[src/rtl/isc_flags_pkg.sv]
package isc_flags_pkg;

    typedef struct packed {
        logic oe;
        logic val;
    } pin_t;

    typedef struct packed {
        logic on;
        logic od;
    } mode_t;

    localparam int NUM_PINS = 2;
    localparam int PIN_RDY  = 0;
    localparam int PIN_ERR  = 1;

endpackage

[src/rtl/isc_mode_ctrl.sv]
module isc_mode_ctrl
    import isc_flags_pkg::*;
(
    input  logic clk,
    input  logic rst_n,
    input  logic en_stb,
    input  logic dis_stb,
    input  logic od_sel,
    output logic isc_on,
    output logic od_mode
);

    mode_t mode_d, mode_q;

    always_comb begin
        mode_d = mode_q;
        if (en_stb) begin
            mode_d.on = 1'b1;
            mode_d.od = od_sel;
        end
        if (dis_stb) begin
            mode_d.on = 1'b0;
        end
    end

    always_ff @(posedge clk or negedge rst_n) begin
        if (!rst_n) mode_q <= '0;
        else        mode_q <= mode_d;
    end

    assign isc_on  = mode_q.on;
    assign od_mode = mode_q.od;

    AST_DISABLE_WINS: assert property (@(posedge clk) disable iff (!rst_n)
        dis_stb |=> !isc_on);
    AST_ENABLE_TURNS_ON: assert property (@(posedge clk) disable iff (!rst_n)
        (en_stb && !dis_stb) |=> isc_on);

endmodule

[src/rtl/isc_err_latch.sv]
module isc_err_latch
    import isc_flags_pkg::*;
#(
    parameter int ERR_W = 2
) (
    input  logic             clk,
    input  logic             rst_n,
    input  logic [ERR_W-1:0] err_src,
    input  logic             clr_stb,
    input  logic             chip_rst,
    input  logic             isc_on,
    output logic             err_flag
);

    logic flag_d, flag_q;
    logic fail_any;

    assign fail_any = |err_src;

    always_comb begin
        flag_d = flag_q;
        if (chip_rst && !isc_on) flag_d = 1'b0;
        if (clr_stb)             flag_d = 1'b0;
        if (fail_any)            flag_d = 1'b1;
    end

    always_ff @(posedge clk or negedge rst_n) begin
        if (!rst_n) flag_q <= 1'b0;
        else        flag_q <= flag_d;
    end

    assign err_flag = flag_q;

    AST_FAIL_SETS: assert property (@(posedge clk) disable iff (!rst_n)
        fail_any |=> err_flag);
    AST_CLEAR_WORKS: assert property (@(posedge clk) disable iff (!rst_n)
        (clr_stb && !fail_any) |=> !err_flag);
    AST_RST_ON_KEEPS: assert property (@(posedge clk) disable iff (!rst_n)
        (chip_rst && isc_on && !clr_stb && err_flag) |=> err_flag);
    AST_RST_OFF_CLEARS: assert property (@(posedge clk) disable iff (!rst_n)
        (chip_rst && !isc_on && !fail_any) |=> !err_flag);
    AST_IDLE_HOLDS: assert property (@(posedge clk) disable iff (!rst_n)
        (!chip_rst && !clr_stb && !fail_any) |=> $stable(err_flag));

endmodule

[src/rtl/isc_pin_drv.sv]
module isc_pin_drv
    import isc_flags_pkg::*;
(
    input  logic clk,
    input  logic rst_n,
    input  logic active,
    input  logic isc_on,
    input  logic od_mode,
    output logic pin_oe,
    output logic pin_val
);

    pin_t pin_d, pin_q;

    always_comb begin
        if (!isc_on) begin
            pin_d.oe  = 1'b0;
            pin_d.val = 1'b1;
        end else if (od_mode) begin
            pin_d.oe  = active;
            pin_d.val = 1'b0;
        end else begin
            pin_d.oe  = 1'b1;
            pin_d.val = !active;
        end
    end

    always_ff @(posedge clk or negedge rst_n) begin
        if (!rst_n) pin_q <= '{oe: 1'b0, val: 1'b1};
        else        pin_q <= pin_d;
    end

    assign pin_oe  = pin_q.oe;
    assign pin_val = pin_q.val;

    AST_RELEASED_WHEN_OFF: assert property (@(posedge clk) disable iff (!rst_n)
        !isc_on |=> (!pin_oe && pin_val));
    AST_PP_DRIVES: assert property (@(posedge clk) disable iff (!rst_n)
        (isc_on && !od_mode) |=> pin_oe);
    AST_OD_NEVER_HIGH: assert property (@(posedge clk) disable iff (!rst_n)
        (isc_on && od_mode) |=> !pin_val);

endmodule

[src/rtl/isc_flags.sv]
module isc_flags
    import isc_flags_pkg::*;
#(
    parameter int BUSY_W = 2,
    parameter int ERR_W  = 2
) (
    input  logic              clk,
    input  logic              rst_n,
    input  logic              en_stb,
    input  logic              dis_stb,
    input  logic              clr_stb,
    input  logic              od_sel,
    input  logic              chip_rst,
    input  logic [BUSY_W-1:0] busy_src,
    input  logic [ERR_W-1:0]  err_src,
    output logic              rdy_oe,
    output logic              rdy_val,
    output logic              err_oe,
    output logic              err_val
);

    logic                isc_on;
    logic                od_mode;
    logic                err_flag;
    logic [NUM_PINS-1:0] pin_active;
    logic [NUM_PINS-1:0] pin_oe;
    logic [NUM_PINS-1:0] pin_val;

    isc_mode_ctrl u_mode (
        .clk     (clk),
        .rst_n   (rst_n),
        .en_stb  (en_stb),
        .dis_stb (dis_stb),
        .od_sel  (od_sel),
        .isc_on  (isc_on),
        .od_mode (od_mode)
    );

    isc_err_latch #(.ERR_W(ERR_W)) u_err (
        .clk      (clk),
        .rst_n    (rst_n),
        .err_src  (err_src),
        .clr_stb  (clr_stb),
        .chip_rst (chip_rst),
        .isc_on   (isc_on),
        .err_flag (err_flag)
    );

    assign pin_active[PIN_RDY] = |busy_src;
    assign pin_active[PIN_ERR] = err_flag;

    for (genvar g = 0; g < NUM_PINS; g++) begin : g_pin
        isc_pin_drv u_drv (
            .clk     (clk),
            .rst_n   (rst_n),
            .active  (pin_active[g]),
            .isc_on  (isc_on),
            .od_mode (od_mode),
            .pin_oe  (pin_oe[g]),
            .pin_val (pin_val[g])
        );
    end

    assign rdy_oe  = pin_oe[PIN_RDY];
    assign rdy_val = pin_val[PIN_RDY];
    assign err_oe  = pin_oe[PIN_ERR];
    assign err_val = pin_val[PIN_ERR];

endmodule

[config.mk]
export PLATFORM = sky130hd
export DESIGN_NAME = isc_flags
export DESIGN_NICKNAME = d
export VERILOG_FILES = /design/src/rtl/isc_flags_pkg.sv /design/src/rtl/isc_mode_ctrl.sv /design/src/rtl/isc_err_latch.sv /design/src/rtl/isc_pin_drv.sv /design/src/rtl/isc_flags.sv
export SDC_FILE = /design/constraint.sdc
export NUM_CORES = 1
export LEC_CHECK = 0
export BUFFER_PORTS_ARGS = -buffer_cell sky130_fd_sc_hd__buf_2
export CORE_AREA = 2 2 39 41
export DETAILED_ROUTE_END_ITERATION = 16
export DIE_AREA = 0 0 41 43
export SLEW_MARGIN = 25
export SYNTH_ARGS = -nofsm -noshare
export SYNTH_HDL_FRONTEND = slang
export SYNTH_SLANG_ARGS = --single-unit
[constraint.sdc]
create_clock -name clk -period 1.8 [get_ports clk]
set_clock_uncertainty 0.1 [all_clocks]
set_input_delay 0.09 -clock clk [delete_from_list [all_inputs] [get_ports clk]]
set_output_delay 0.09 -clock clk [all_outputs]
set_load 0.02 [all_outputs]
**Word-level counts from Yosys, hierarchy flattened**

Index checks and enable logic that the tools add are counted.

- Flip-flop bits (word level): 7
- Latch bits: 0
- Bits in writable memories: 0
- ROM bits: 0
- Word-level logic and storage cells: 24
- Memories: 0

- $add $sub $neg: 0
- Multiply operators: 0
- Divide/modulo/power cells: 0
- Magnitude comparators: 0
- Equality and inequality tests: 0
- Shifts and indexed selects: 0
- Multiplexer cells: 9
- Bitwise logic cells: 0
- Reductions and logical operators: 8

Operator list:

| kind | number |
|---|---|
| $mux 2 | 5 |
| $mux 1 | 4 |
| $reduce_or 2->1 | 2 |
| $logic_not 1->1 | 3 |
| $reduce_bool 3->1 | 1 |
| $reduce_bool 2->1 | 1 |
| $logic_and 1x1->1 | 1 |

**Depth between registers and ports, before layout**

Gate-level depths: netlist of run 1.

- Word-level depth: 5
- Gate-level depth with buffers: 2
- Depth with buffers taken out: 2

**By module**

A second synthesis of run 1 with hierarchy kept.

- Cells, all modules: 19
- Area total of the unflattened synthesis: 261.5 µm²

Modules (own cells, without submodules):

| module | times used | cells an instance | area an instance (µm²) |
|---|---|---|---|
| isc_pin_drv | 2 | 5 | 67.6 |
| isc_mode_ctrl | 1 | 4 | 75.1 |
| isc_err_latch | 1 | 4 | 45.0 |
| isc_flags | 1 | 1 | 6.3 |

**Worst setup path before layout of run 1**

Ideal clock, no wire load.

- Path type: register -> register
- Start point: register u_mode.od_mode (netlist name)
- End point: register u_mode.mode_q (netlist bit u_mode.od_mode)
- Library setup time: 125 ps
- Arrival time: 630 ps
- Path slack: 946 ps
- Cell stages (with the launch flop): 2
- Cells stage by stage: dfrtp_1 -> mux2_2

RTL lines:

| what | line | source |
|---|---|---|
| end signal, assigned | isc_mode_ctrl.sv:28 | `else mode_q <= mode_d;` |
| end, declared | isc_mode_ctrl.sv:13 | `mode_t mode_d, mode_q;` |

**Worst setup path in the final report of run 1**

- Start point: input clr_stb
- End point: register u_err.flag_q (netlist: u_err.err_flag)

- Cells in the longest elaborated chain, start to end: 2

RTL lines:

| what | line | source |
|---|---|---|
| start, declared | isc_flags.sv:11 | `input logic clr_stb,` |
| $mux 1 | isc_err_latch.sv:23 | `if (clr_stb) flag_d = 1'b0;` |
| $mux 1 | isc_err_latch.sv:24 | `if (fail_any) flag_d = 1'b1;` |
| end signal, assigned | isc_err_latch.sv:29 | `else flag_q <= flag_d;` |
| end, declared | isc_err_latch.sv:15 | `logic flag_d, flag_q;` |

Parallel ways exist; a longest one is shown, timed or not.
A chain may end at the register's enable or synchronous reset.

==> impl_metrics.ini, run 1 <==
[cts]
numCtsBuffers = 3
cts_setup_buffers = 0
clk_latency_ns = 0.24
cts.sinks = 7
cts_buffer_depth = 2
cts.clk_slew.worst_paths_ns = 0.05
cts_resized = 0
htreeDepth = 1
cts_hold_buf = 7
clockRootBuffer = clkbuf_4
cts_tree = yes

[drt]
wl_um = 482
drt_first_pass_iters = 2
wire_per_inst_um = 8.03
routed_via_density = 3.73
ant_nets = 0
drt_iter0_drc = 3
post-route-drc-count = 0
vias = 224

[cells_and_area]
final_common_cell = buf_2
fill_cells = 140
finalInstanceArea_um2 = 440
layout_common_cells = buf_2 (14), dlygate4sd3_1 (7), dfrtp_1 (5)
multiInputGateArea_um2 = 72.6
fin_nets = 56
layout-drive-gt1-share = 0.477
antennaDiodeCount = 0
fin_cells = 60
fin_util = 0.318
area_growth_pct = 73.4
seqCellArea_um2 = 178

[timing]
period_needed_ns = 1.43
min_period_over_period = 0.794
fin_tns_setup_ns = 0
finalHoldViolations = 0
max_freq_mhz = 700
rsz0062_at_grt = no
tightest_slew_ns = 0.185
setup_viol = 0
fin_ws_ns = 0.371
slew_violations = 0
relSlewSlack = 0.877
holdWs_ns = 0.00393

[floorplanning]
dieArea_mm2 = 0.00176
rows = 14
dieWidth_um = 41
core-area_mm2 = 0.00138
io-pin-count = 15
start_util = 0.184
fp.dieH_um = 43

[placed_design]
gp_congestion = 0.647
dp_cells = 49
dpl_worst_slack_ns = 0.917
portBuffers = 14
post_dp_cell_area_um2 = 344

[worst_hold_path]
worst_hold_path_type = input pin to flop

[yosys]
ys_ff_latch = 7
syn_area_um2 = 254
synth_cells = 19
synth_area_leader_cell = dfrtp_1
synth-simple-area-share = 0.0837
synth_compound_area_frac = 0.158
synthMuxAreaShare = 0.0443
synth.distinct_cells = 10
synthXorXnorAreaFrac = 0
syn_avg_cell_area_um2 = 13.4
yosysWarnings = 0
syn_nets = 30
synth_top_family_by_area = compound AO/OA/AOI/OAI gates
yosys.area_share.adder = 0
synth_top_area_frac = 0.493
synth.top_cells.by_area = dfrtp_1 (49%), dfstp_2 (21%), a21boi_0 (5.9%), nor2_1 (5.9%), o31ai_2 (4.9%)
synth-seq-area-share = 0.700

[grt]
antenna_found_initial = 0
grt_max_degree = 8
grt_use_total = 0.0729
grt_pass1_wl_um = 786
grt_pass1_vias = 195
gr-total-overflow = 0

[setup_path]
crit_required_ns = 1.88
start_kind = input pin
rr_startpoint = u_mode.isc_on$_DFFE_PN0P_
timing.rr.end = u_err.err_flag$_DFFE_PN0P_
r2r_slack_ns = 0.38
critPathLaunch = clr_stb
critPathCaptureType = flop
crit_fanout = 1
endpoint = u_err.err_flag$_DFFE_PN0P_
critPathArrivalTime_ns = 1.51
critPathKind = input pin to flop
reg2reg_depth = 3

[power_and_ir_drop]
power_density_mw_per_mm2 = 843
power.leakage_nw = 0.208
ir_drop_uv = 374
power_mw = 0.371

[outcome]
status = completed

[job]
maxCapViolations = 0
## logic make-up (layout without fill, tap and decap cells)
| family | after synthesis | in the layout |
|---|---|---|
| buffers and inverters | 1 | 26 |
| AND/OR/NAND/NOR | 5 | 5 |
| AO/OA/AOI/OAI | 5 | 5 |
| flip-flops | 7 | 7 |
| multiplexers | 1 | 1 |
## power by group
| group | total [mW] | internal [mW] | switching (mW) |
|---|---|---|---|
| combinational | 0.0549 | 0.0300 | 0.0249 |
| clock | 0.138 | 0.0843 | 0.0535 |
| sequential | 0.178 | 0.172 | 0.00650 |
## sequential cells by signal, summed over array words and instances (netlist names)
signal / cells
g_pin.u_drv.pin_oe: 2
u_mode.isc_on: 1
u_err.err_flag: 1
g_pin.u_drv.pin_val: 2
u_mode.od_mode: 1
## metal layers
metal	vias to the layer above	track usage	part of all wire
li1	115	-	-
met5	-	0	0
met1	91	0.0891	0.45
met3	0	0.0785	0.18
met2	18	0.0844	0.37
met4	0	0.0200	0
## layout make-up
type | count | area share
flip-flops and latches | 7 | 0.403
repair buffers | 21 | 0.318
multi-input cells | 11 | 0.165
clock buffers | 4 | 0.0597
well taps | 16 | 0.0455
inverters | 1 | 0.00852
## worst max-delay path: stages
cell	delay, ns
dlygate4sd3_1	0.53
buf_2	0.12
o31ai_2	0.21
dlygate4sd3_1	0.56
## synthesized netlist by cell type
master	instances
o21ai_0	1
o31ai_1	1
nor2b_1	1
inv_1	1
nor2_1	4
mux2_2	1
o31ai_2	1
dfrtp_1	5
a21boi_0	2
dfstp_2	2
## worst min-delay path by stage
| stage | from | end | slack [ns] | cells past startpoint |
|---|---|---|---|---|
| floorplan | rst_n | g_pin[0].u_drv.pin_oe$_DFF_PN0_ | -0.31 | 0 |
| global placement | rst_n | g_pin[1].u_drv.pin_oe$_DFF_PN0_ | -0.17 | 1 |
| detailed placement | rst_n | g_pin[0].u_drv.pin_oe$_DFF_PN0_ | -0.17 | 1 |
| CTS | en_stb | u_mode.isc_on$_DFFE_PN0P_ | 0.002 | 3 |
| global route | en_stb | u_mode.od_mode$_DFFE_PN0P_ | 0.01 | 2 |
| finish | en_stb | u_mode.isc_on$_DFFE_PN0P_ | 0.004 | 3 |
Note: power is estimated with default switching activity, not from simulation.
==> inputs of run 2 (changes only) <==
--- a/config.mk
+++ b/config.mk
@@ -5,6 +5,7 @@
 export SDC_FILE = /design/constraint.sdc
 export NUM_CORES = 1
 export LEC_CHECK = 0
+export ABC_AREA = 1
 export BUFFER_PORTS_ARGS = -buffer_cell sky130_fd_sc_hd__buf_2
 export CORE_AREA = 2 2 39 41
 export DETAILED_ROUTE_END_ITERATION = 16
==> constraint.sdc (replaced) <==
create_clock -name clk -period 1.2 [get_ports clk]
set_clock_uncertainty 0.1 [all_clocks]
set_input_delay 0.06 -clock clk [delete_from_list [all_inputs] [get_ports clk]]
set_output_delay 0.06 -clock clk [all_outputs]
set_load 0.02 [all_outputs]
==> run 2 against run 1 <==
Compared with the run above: critical path depth decreased by 3; global-route usage rose by 1.1 points; largest cell class unchanged; worst setup slack got worse by 0.23 ns; clock power up 53%; final cell count up 15%; via count grew 11%; die area unchanged.
==> impl_metrics.ini, run 2 <==
[outcome]
status = completed

[setup_path]
critPathKind = flop to output port
rr_startpoint = u_mode.isc_on$_DFFE_PN0P_
critPathCaptureType = output port
endpoint = rdy_val
r2r_slack_ns = 0.36
start_kind = flop
critPathLaunch = g_pin[0].u_drv.pin_val$_DFF_PN1_
critPathSlowestCell = dfstp_2
crit_chain = buf_2
reg2reg_depth = 4
slowest_delay_ns = 0.50
crit_required_ns = 1.04
worst-path-stages = 1
crit_fanout = 1
path_delay_family = flip-flops
critPathArrivalTime_ns = 0.90
timing.rr.end = u_err.err_flag$_DFFE_PN0P_
crit_buf_inv = 1

[yosys]
synth-edff-count = 0
synth_commonest_cells = nand2_1 (6), dfrtp_1 (5), nor2_1 (5)
syn_nets = 36
yosysWarnings = 0
synth_cells = 25
synthArstFlopShare = 1.00
synth_area_leader_cell = dfrtp_1
synth.top_cells.by_area = dfrtp_1 (50%), dfstp_2 (21%), nand2_1 (9.0%), nor2_1 (7.5%), a21oi_1 (4.0%)
ys_ff_latch = 7
synth-seq-area-share = 0.710
syn_avg_cell_area_um2 = 10.0
synth.most_common_cell = nand2_1
syn_area_um2 = 250
synth_top_area_frac = 0.500
ys.flop_type = dfrtp_1
synth.distinct_cells = 9

[timing]
max_freq_mhz = 942
finalHoldViolations = 0
setup_viol = 0
slew_violations = 0
rsz0062_at_grt = no
fin_tns_setup_ns = 0
tightest_slew_ns = 0.161
min_period_over_period = 0.885
period_needed_ns = 1.06
relSlewSlack = 0.892

[floorplanning]
start_util = 0.181
dieWidth_um = 41
dieArea_mm2 = 0.00176
core-area_mm2 = 0.00138
rows = 14
fp.dieH_um = 43
io-pin-count = 15

[cells_and_area]
finalInstanceArea_um2 = 467
antennaDiodeCount = 0
layout-drive-gt1-share = 0.377
area_growth_pct = 86.5
fin_nets = 65
layout_common_cells = buf_2 (14), dlygate4sd3_1 (10), nand2_1 (6)
final_common_cell = buf_2

[power_and_ir_drop]
sw_frac_of_total = 0.237
combPwrFrac = 0.159
power_mw = 0.566
power.leakage_nw = 0.237
p_clk_frac = 0.372
p_int_mw = 0.432
seqPwrFrac = 0.469
power_density_mw_per_mm2 = 1210
p_switching_mw = 0.134
ir_drop_uv = 492

[grt]
grt_pass1_vias = 257
gr-total-overflow = 0
grt_max_degree = 8
grt_pass1_wl_um = 897
antenna_found_initial = 0
grt_use_total = 0.0841

[drt]
vias = 249
drt_first_pass_iters = 2
wl_um = 518
routed_via_density = 3.61
wire_per_inst_um = 7.51
post-route-drc-count = 0
drt_iter0_drc = 1
ant_nets = 0

[cts]
cts.sinks = 7
numCtsBuffers = 3
cts.clk_slew.worst_paths_ns = 0.05
clockRootBuffer = clkbuf_4
cts_hold_buf = 10
htreeDepth = 1
cts_buffer_depth = 2
cts_setup_buffers = 0
cts_resized = 0
clk_latency_ns = 0.25
cts_tree = yes

[placed_design]
post_dp_cell_area_um2 = 340
gp_congestion = 0.692
portBuffers = 14

[job]
maxCapViolations = 0

[worst_hold_path]
worst_hold_path_type = input pin to async pin
## run 2: area by class of cell
| cell class | count | area, um^2 |
|---|---|---|
| fillers | 146 | 917 |
| flip-flops and latches | 7 | 178 |
| repair buffers | 24 | 170 |
| multi-input cells | 15 | 61.3 |
| clock buffers | 4 | 26.3 |
| well taps | 16 | 20.0 |
| inverters | 3 | 11.3 |
## run 2: layer usage
metal  vias to the layer above  share of wire  global-route usage
met3                         0           0.14              0.0942
li1                        132              -                   -
met4                         0              0              0.0400
met1                       102           0.39              0.0795
met5                         -              0                   0
met2                        15           0.46               0.109
## run 2: stage by stage
stage / std cells / utilization / hold slack (ns) / worst slack (ns)
6_report: 69 / 0.337 / 0.0713 / 0.138
5_1_grt: 69 / 0.337 / 0.0695 / 0.0973
4_1_cts: 69 / 0.337 / 0.0725 / 0.128
3_5_place_dp: 55 / 0.246 / -0.200 / 0.353
3_3_place_gp: 55 / 0.246 / -0.206 / 0.378
2_1_floorplan: 25 / - / -0.336 / 0.409
## run 2: cells by family (layout without fill, tap and decap cells)
group / after synthesis / after routing / share of synthesized area
flops: 7 / 7 / 0.710
compound gates: 4 / 4 / 0.0800
buf+inv: 3 / 31 / 0.0450
simple gates: 11 / 11 / 0.165
## run 2: worst min path at each step
stage | end | slack [ns]
after floorplan | g_pin[0].u_drv.pin_oe$_DFF_PN0_ | -0.34
after global placement | g_pin[0].u_drv.pin_oe$_DFF_PN0_ | -0.21
after detailed placement | g_pin[0].u_drv.pin_oe$_DFF_PN0_ | -0.20
after CTS | u_mode.od_mode$_DFFE_PN0P_ | 0.07
after global routing | u_mode.od_mode$_DFFE_PN0P_ | 0.07
final | u_mode.isc_on$_DFFE_PN0P_ | 0.07
## run 2: power groups by stage
stage,clock (mW),sequential [mW],combinational [mW]
floorplan,0,0.283,0.0184
global placement,0,0.269,0.0652
detailed placement,0,0.269,0.0659
CTS,0.221,0.266,0.0907
global route,0.242,0.267,0.101
finish,0.211,0.265,0.0900
==> inputs of run 3 (changes only) <==
--- a/config.mk
+++ b/config.mk
@@ -10,6 +10,7 @@
 export CORE_AREA = 2 2 39 41
 export DETAILED_ROUTE_END_ITERATION = 16
 export DIE_AREA = 0 0 41 43
+export PLACE_DENSITY_LB_ADDON = 0.25
 export SLEW_MARGIN = 25
 export SYNTH_ARGS = -nofsm -noshare
 export SYNTH_HDL_FRONTEND = slang
==> run 3 against run 2 <==
Compared with the run above: first-iteration DRC count grew to 8.0 times the previous value; combinational power shrank 0.9%; register-to-register slack is essentially flat; critical path depth is the same; die area is the same; sequential cell count is the same; sequential power is essentially flat; clock power is essentially flat; final area is the same; non-clock buffer count is the same; hold slack gained 0.0021 ns; final cell count is the same; largest cell class unchanged; largest power group unchanged.
==> impl_metrics.ini, run 3 (synthesized netlist as in run 2, its figures left out) <==
[outcome]
status = completed

[drt]
drt_iter0_drc = 8
wl_um = 509
vias = 247
routed_via_density = 3.58
post-route-drc-count = 0
wire_per_inst_um = 7.38
ant_nets = 0
drt_first_pass_iters = 3

[grt]
grt_busiest_layer = met2
grt_pass1_vias = 236
gr-total-overflow = 0
gr-usage-met3 = 0.0942
grt_use_total = 0.0831
antenna_found_initial = 0
grt_pass1_wl_um = 883
use_met1 = 0.0728
globalRouteMet2Util = 0.113
grt_max_degree = 8

[timing]
fin_ws_ns = 0.136
slew_violations = 0
fin_tns_setup_ns = 0
max_freq_mhz = 940
min_period_over_period = 0.886
period_needed_ns = 1.06
rsz0062_at_grt = no
tightest_slew_ns = 0.152
setup_viol = 0
finalHoldViolations = 0
relSlewSlack = 0.897

[placed_design]
dpl_worst_slack_ns = 0.365
hpwl_um = 343
portBuffers = 14
gp_congestion = 0.685

[worst_hold_path]
worst_hold_path_type = input pin to async pin

[setup_path]
path_delay_family = flip-flops
crit_buf_inv = 1
critPathCaptureType = output port
crit_fanout = 1
critPathSlowestCell = dfstp_2
start_kind = flop
critPathArrivalTime_ns = 0.90
critPathKind = flop to output port
crit_chain = buf_2
crit_required_ns = 1.04
slowest_delay_ns = 0.51

[floorplanning]
rows = 14
fp.dieH_um = 43
dieArea_mm2 = 0.00176
dieWidth_um = 41
core-area_mm2 = 0.00138
io-pin-count = 15
start_util = 0.181

[cells_and_area]
layout-drive-gt1-share = 0.377
final_common_cell = buf_2
antennaDiodeCount = 0
layout_common_cells = buf_2 (14), dlygate4sd3_1 (10), nand2_1 (6)
fin_nets = 65
area_growth_pct = 86.5

[cts]
numCtsBuffers = 3
cts.sinks = 7
htreeDepth = 1
cts_tree = yes
cts_buffer_depth = 2
clockRootBuffer = clkbuf_4
clk_latency_ns = 0.25
cts.clk_slew.worst_paths_ns = 0.05

[power_and_ir_drop]
ir_drop_uv = 601
power.leakage_nw = 0.237
power_density_mw_per_mm2 = 1210

[job]
maxCapViolations = 0
## run 3: cell counts in the layout (fill, tap and decap cells not counted)
Identical to the previous run, type by type.
## run 3: routing by layer
layer,vias up,part of all wire
li1,132,-
met1,102,0.38
met2,13,0.48
met3,0,0.14
met4,0,0
met5,-,0
## run 3: stage by stage
stage               utilization  hold slack [ns]  cells  power (mW)  area [um^2]
detailed placement        0.246           -0.205     55       0.335          340
CTS                       0.337           0.0701     69       0.577          467
finish                    0.337           0.0734     69       0.565          467
floorplan                     -           -0.336     25       0.301          250
global placement          0.246           -0.203     55       0.335          340
global route              0.337           0.0722     69       0.609          467
## run 3: path summary, 6_finish.rpt
path / startpoint / end / slack [ns] / cells after the start
min: rst_n / g_pin[1].u_drv.pin_oe$_DFF_PN0_ / 0.07 / 2
max reg2reg: u_mode.isc_on$_DFFE_PN0P_ / u_err.err_flag$_DFFE_PN0P_ / 0.36 / 4
max in group asynchronous: rst_n / g_pin[0].u_drv.pin_val$_DFF_PN1_ / 0.70 / 2
min in group clk: u_err.err_flag$_DFFE_PN0P_ / g_pin[1].u_drv.pin_val$_DFF_PN1_ / 0.32 / 1
max: g_pin[0].u_drv.pin_val$_DFF_PN1_ / rdy_val / 0.14 / 1
min reg2reg: u_err.err_flag$_DFFE_PN0P_ / g_pin[1].u_drv.pin_val$_DFF_PN1_ / 0.32 / 1
## run 3: cell type report
cell class / instances / area [um^2]
Multi-Input combinational cell: 15 / 61.3
Timing Repair Buffer: 24 / 170
Inverter: 3 / 11.3
Tap cell: 16 / 20.0
Sequential cell: 7 / 178
Clock buffer: 4 / 26.3
Fill cell: 146 / 917
## run 3: worst reg2reg max path: cells and delay by family, from the launching register on
kind / cells / cell delay [ns]
flip-flops: 1 / 0.41
AND/OR/NAND/NOR: 3 / 0.15
buffers and inverters: 1 / 0.08
## run 3: timing repair
action                    in CTS  in global routing
hold endpoints to repair      12                  0
hold buffers                  10                  0
buffers inserted               0                  0
gates resized for setup        0                  0
## run 3: power breakdown
part	switching, mW	total [mW]	internal (mW)
logic	0.0412	0.0892	0.0480
registers	0.00789	0.265	0.257
clock network	0.0835	0.210	0.127
